File: src/rtl/cattn_pkg.sv
package cattn_pkg;
  localparam int unsigned CHILDREN = 7;
  localparam int unsigned HOST_CHILDREN = CHILDREN - 1;

  // checkstop positions of children 0..6; the recoverable view adds the shift
  localparam int unsigned XS_POS [CHILDREN] = '{60, 59, 56, 55, 54, 52, 51};
  // host positions of children 1..6
  localparam int unsigned HOST_POS [HOST_CHILDREN] = '{62, 59, 58, 57, 55, 54};

  localparam int unsigned OFS_XSTOP   = 0;
  localparam int unsigned OFS_RECOV   = 1;
  localparam int unsigned OFS_MASK    = 2;
  localparam int unsigned OFS_SPA     = 4;
  localparam int unsigned OFS_SPAMASK = 7;
endpackage

File: src/rtl/cattn_rst_sync.sv
module cattn_rst_sync (
  input  logic clk,
  input  logic rst_n,
  output logic rst_sync_n
);
  logic [1:0] sync_q;
  logic [1:0] sync_d;

  always_comb sync_d = {sync_q[0], 1'b1};

  always_ff @(posedge clk or negedge rst_n) begin
    if (!rst_n) sync_q <= 2'b00;
    else        sync_q <= sync_d;
  end

  assign rst_sync_n = sync_q[1];
endmodule

File: src/rtl/cattn_scatter.sv
module cattn_scatter #(
  parameter int unsigned DATA_W = 64,
  parameter int unsigned N_IN   = 7,
  parameter int unsigned OFFSET = 0,
  parameter int unsigned POS [N_IN] = '{default: 0}
) (
  input  logic [N_IN-1:0]   bits_in,
  output logic [DATA_W-1:0] view
);
  logic [DATA_W-1:0] parts [N_IN];

  for (genvar i = 0; i < N_IN; i++) begin : g_place
    localparam int unsigned P = POS[i] + OFFSET;
    assign parts[i] = DATA_W'(bits_in[i]) << P;
  end

  always_comb begin
    view = '0;
    for (int i = 0; i < int'(N_IN); i++) view = view | parts[i];
  end
endmodule

File: src/rtl/cattn_mask_reg.sv
module cattn_mask_reg #(
  parameter int unsigned DATA_W = 64
) (
  input  logic              clk,
  input  logic              rst_n,
  input  logic              wr_en,
  input  logic [DATA_W-1:0] wdata,
  output logic [DATA_W-1:0] mask_q
);
  logic [DATA_W-1:0] mask_d;

  always_comb begin
    mask_d = mask_q;
    if (wr_en) mask_d = wdata;
  end

  always_ff @(posedge clk or negedge rst_n) begin
    if (!rst_n) mask_q <= '1;
    else        mask_q <= mask_d;
  end
endmodule

File: src/rtl/cattn_reduce.sv
module cattn_reduce #(
  parameter int unsigned DATA_W   = 64,
  parameter int unsigned SHIFT    = 0,
  parameter int unsigned TOP_EXCL = 0
) (
  input  logic [DATA_W-1:0] status,
  input  logic [DATA_W-1:0] mask,
  output logic              attn
);
  localparam logic [DATA_W-1:0] KEEP = {DATA_W{1'b1}} >> TOP_EXCL;
  logic [DATA_W-1:0] aligned;

  if (SHIFT > 0) begin : g_shift
    assign aligned = status >> SHIFT;
  end else begin : g_direct
    assign aligned = status;
  end

  assign attn = |(aligned & ~mask & KEEP);
endmodule

File: src/rtl/cattn_summary.sv
module cattn_summary #(
  parameter int unsigned DATA_W    = 64,
  parameter int unsigned ADDR_W    = 3,
  parameter int unsigned REC_SHIFT = 2,
  parameter int unsigned TOP_EXCL  = 3
) (
  input  logic                      clk,
  input  logic                      rst_n,
  input  logic [cattn_pkg::CHILDREN-1:0]      child_xstop,
  input  logic [cattn_pkg::CHILDREN-1:0]      child_recov,
  input  logic [cattn_pkg::HOST_CHILDREN-1:0] child_host,
  input  logic                      reg_wr,
  input  logic [ADDR_W-1:0]         reg_addr,
  input  logic [DATA_W-1:0]         reg_wdata,
  output logic [DATA_W-1:0]         reg_rdata,
  output logic                      xstop_attn,
  output logic                      recov_attn,
  output logic                      host_attn
);
  import cattn_pkg::*;

  logic              rst_sync_n;
  logic [DATA_W-1:0] xs_view, rc_view, spa_view;
  logic [DATA_W-1:0] err_mask_q, spa_mask_q;
  logic              wr_err_mask, wr_spa_mask;

  cattn_rst_sync u_rst (.clk(clk), .rst_n(rst_n), .rst_sync_n(rst_sync_n));

  cattn_scatter #(.DATA_W(DATA_W), .N_IN(CHILDREN), .OFFSET(0), .POS(XS_POS))
    u_xs_map (.bits_in(child_xstop), .view(xs_view));
  cattn_scatter #(.DATA_W(DATA_W), .N_IN(CHILDREN), .OFFSET(REC_SHIFT), .POS(XS_POS))
    u_rc_map (.bits_in(child_recov), .view(rc_view));
  cattn_scatter #(.DATA_W(DATA_W), .N_IN(HOST_CHILDREN), .OFFSET(0), .POS(HOST_POS))
    u_spa_map (.bits_in(child_host), .view(spa_view));

  assign wr_err_mask = reg_wr && (reg_addr == ADDR_W'(OFS_MASK));
  assign wr_spa_mask = reg_wr && (reg_addr == ADDR_W'(OFS_SPAMASK));

  cattn_mask_reg #(.DATA_W(DATA_W)) u_err_mask (
    .clk(clk), .rst_n(rst_sync_n), .wr_en(wr_err_mask),
    .wdata(reg_wdata), .mask_q(err_mask_q));
  cattn_mask_reg #(.DATA_W(DATA_W)) u_spa_mask (
    .clk(clk), .rst_n(rst_sync_n), .wr_en(wr_spa_mask),
    .wdata(reg_wdata), .mask_q(spa_mask_q));

  cattn_reduce #(.DATA_W(DATA_W), .SHIFT(0), .TOP_EXCL(TOP_EXCL))
    u_xs_red (.status(xs_view), .mask(err_mask_q), .attn(xstop_attn));
  cattn_reduce #(.DATA_W(DATA_W), .SHIFT(REC_SHIFT), .TOP_EXCL(TOP_EXCL))
    u_rc_red (.status(rc_view), .mask(err_mask_q), .attn(recov_attn));
  cattn_reduce #(.DATA_W(DATA_W), .SHIFT(0), .TOP_EXCL(0))
    u_spa_red (.status(spa_view), .mask(spa_mask_q), .attn(host_attn));

  always_comb begin
    reg_rdata = '0;
    case (reg_addr)
      ADDR_W'(OFS_XSTOP):   reg_rdata = xs_view;
      ADDR_W'(OFS_RECOV):   reg_rdata = rc_view;
      ADDR_W'(OFS_MASK):    reg_rdata = err_mask_q;
      ADDR_W'(OFS_SPA):     reg_rdata = spa_view;
      ADDR_W'(OFS_SPAMASK): reg_rdata = spa_mask_q;
      default:              reg_rdata = '0;
    endcase
  end
endmodule

File: config.mk
export PLATFORM = sky130hd
export DESIGN_NAME = cattn_summary
export DESIGN_NICKNAME = d
export VERILOG_FILES = /design/src/rtl/cattn_pkg.sv /design/src/rtl/cattn_rst_sync.sv /design/src/rtl/cattn_scatter.sv /design/src/rtl/cattn_mask_reg.sv /design/src/rtl/cattn_reduce.sv /design/src/rtl/cattn_summary.sv
export SDC_FILE = /design/constraint.sdc
export NUM_CORES = 1
export LEC_CHECK = 0
export BUFFER_PORTS_ARGS = -buffer_cell sky130_fd_sc_hd__buf_4
export CAP_MARGIN = 20
export CELL_PAD_IN_SITES_DETAIL_PLACEMENT = 1
export CELL_PAD_IN_SITES_GLOBAL_PLACEMENT = 1
export CORE_MARGIN = 5
export CORE_UTILIZATION = 45
export DETAILED_ROUTE_END_ITERATION = 8
export GPL_TIMING_DRIVEN = 0
export PLACE_DENSITY = 0.83
export SLEW_MARGIN = 20
export SYNTH_ARGS = -nofsm -noshare
export SYNTH_HDL_FRONTEND = slang
export SYNTH_SLANG_ARGS = --single-unit
File: constraint.sdc
create_clock -name clk -period 6.65 [get_ports clk]
set_clock_uncertainty 0.1 [all_clocks]
set_input_delay 0.665 -clock clk [delete_from_list [all_inputs] [get_ports clk]]
set_output_delay 0.665 -clock clk [all_outputs]
set_load 0.005 [all_outputs]
==> reports/results.ini <==
[setup_path]
r2r_start=u_rst.sync_q[1]
path_cells=buf_4 > nor3b_2 > clkbuf_1 > a22o_1 > buf_4
crit_family=buffers and inverters
crit_path_end_kind=output pin
r2r_slack_ns=5.30
r2r-end=u_spa_mask.mask_q[53]
path_class=input port to output pin
cp.buffers_inverters=3
path_max_fanout=10
startpoint_type=input port
cp_slowest_cell=nor3b_2
crit_top_cell=buf_4
crit_required_ns=5.88
reg2regPathDepth=2
arrival_ns=2.37
slowest_delay_ns=0.59

[cells_and_area]
drive_gt1_frac=0.6601
nNetsFinal=684
insertedDiodeCount=0
final_util=0.6089
fin_cells=782
postLayoutCellArea_um2=7999
syn_to_final_growth_pct=33.49
fillCellCount=1283

[clocking]
htree_levels=4
cts_tree=done
clock-sinks=130
post_cts_buffers=0
clk_latency_ns=0.41
cts_made_buffers=17
clk_pin_slew_ns=0.05
root_buffer=clkbuf_16
clockBufferDepth=2

[global_routing]
antenna_found_initial=0
grt-ovfl-total=0
grt_pass1_vias=4997
grtUsageTotal=0.2182
grt_max_degree=48
grt_pass1_wl_um=27090

[synthesis]
synthCells=416
synth_nets=506
ys.warnings.count=0
syn_area_per_cell_um2=14.40
syn-cell-area_um2=5992
yosysUniqueCellTypes=35
ys_ff_latch=130
ys_seq_area_frac=0.5696

[die]
fp.dieH_um=125.4
rows=42
ios=157
die_area_um2=15720
start_util=0.4561
core_um2=13140
die_w_um=125.4

[timing]
setup_viol=0
hold_ws_ns=0.2540
fin_crit_ns=3.135
relSlewSlack=0.5413
setup_ws_ns=3.515
period_share=0.4714
fmax_mhz=319.0
rsz0062_at_grt=no
maxSlewViolCount=0
fin_setup_tns_ns=0
hold_violations=0
worst_pin_slew_ns=0.6851

[worst_hold_path]
min_path_type=register to register
min_path_cells=0
hold_path_end=u_rst.sync_q[1]
min_from=u_rst.sync_q[0]

[pwr]
ir_drop_mv=0.1946
powerDensity_nw_per_um2=309.0
total_leakage_power_nw=3.495
power_mw=2.472

[route]
wl_per_cell_um=21.54
drc=0
dr.pass1.iters=4
drt_wl_total_um=16840
ant_nets=0
dr_total_vias=4257
vias_per_cell=5.444
drt-initial-drc-count=198

[placement]
placed_area_um2=7427
place_congestion=0.8286
place_hpwl_um=12230
dp.cells=750
numPortBuffers=156
detailedPlace.worstSlack_ns=3.566

[run_status]
status=finished clean

[job]
cap_violations=0

[sequential cells by signal (all words and copies together), names as in the netlist]
register,flops
u_err_mask.mask_q,64
u_spa_mask.mask_q,64
u_rst.sync_q,2
[final cells by class]
class                      count  area, um2  area share
sequential                   130       3417      0.4272
multi-input combinational    242       2351      0.2939
timing repair buffer         159       1221      0.1527
clock buffer                  21      450.4     0.05631
tap                          176      220.2     0.02753
buffer                        29      171.4     0.02143
clock inverter                10      111.4     0.01392
inverter                      15      56.30    0.007039
[worst register-to-register path: stages (launching register included)]
cell and delay (ns):
dfrtp_4 0.72, buf_12 0.32, buf_12 0.29
[placed cells by master, fill, tap and decap left out, types with 3 or more instances in the layout]
cell          n
inv_1        15
and2_1        3
a22oi_1       7
clkinvlp_4    3
buf_6         6
clkbuf_16    17
nor2b_1       3
a221oi_1      6
dfstp_2     128
o21ai_0       3
nor2_1        5
a22o_1       60
buf_2         8
clkbuf_1     15
mux2_1       64
o22ai_1       3
mux2_2       66
clkinv_2      4
buf_4       158
[cells in the mapped netlist (all sizes together)]
cell     instances  area share
buf             17       0.021
and3             2      0.0021
dfstp          128        0.56
inv             15      0.0094
or2              1      0.0010
clkbuf          12      0.0075
a221oi           6      0.0088
a22o            60       0.088
dfrtp            2      0.0084
nand2            3      0.0031
mux2           130        0.24
o22ai            3      0.0031
nand3            1     0.00083
nor2             5      0.0031
o2111ai          1      0.0015
conb             1     0.00063
a22oi            7      0.0088
nand2b           1      0.0010
nor3             1     0.00083
nor2b            3      0.0031
a32o             2      0.0033
nor3b            2      0.0033
a222oi           2      0.0033
mux2i            2      0.0033
o21ai            3      0.0025
and2             3      0.0031
a31oi            1      0.0010
or3              1      0.0010
o31ai            1      0.0013
[cells by family after synthesis]
| family | synth area share |
|---|---|
| simple gates | 0.02276 |
| flops | 0.5696 |
| compound gates | 0.1213 |
| other cells | 0.0006258 |
| buf+inv | 0.03800 |
| mux | 0.2477 |
[where the power goes]
group	internal (mW)	total, mW	switching [mW]	leakage [nW]
Sequential	1.09	1.19	0.103	1.37
Combinational	0.236	0.393	0.157	1.86
Clock	0.557	0.887	0.331	0.269
[metal layers]
layer,share of wire,global-route usage
met5,0,0
met4,0.014,0.06824
met3,0.077,0.07932
met2,0.52,0.3850
met1,0.39,0.2467
[worst max path at each step]
stage	startpoint	cells after the start	to	slack (ns)
after global routing	reg_addr[0]	5	reg_rdata[49]	3.41
after CTS	reg_addr[0]	5	reg_rdata[9]	3.55
after detailed placement	reg_addr[0]	5	reg_rdata[9]	3.57
final	reg_addr[0]	5	reg_rdata[21]	3.52
after global placement	u_rst.sync_q[1]	0	u_err_mask.mask_q[46]	2.94
after floorplan	u_rst.sync_q[1]	0	u_err_mask.mask_q[0]	3.80
[repair_timing]
action                                 CTS  global route
hold buffers                             1             0
endpoints found under the hold margin    2             0
gates resized for setup                  0             0
setup endpoints to repair                0             0
No activity file was read; power rests on OpenSTA's default activity.
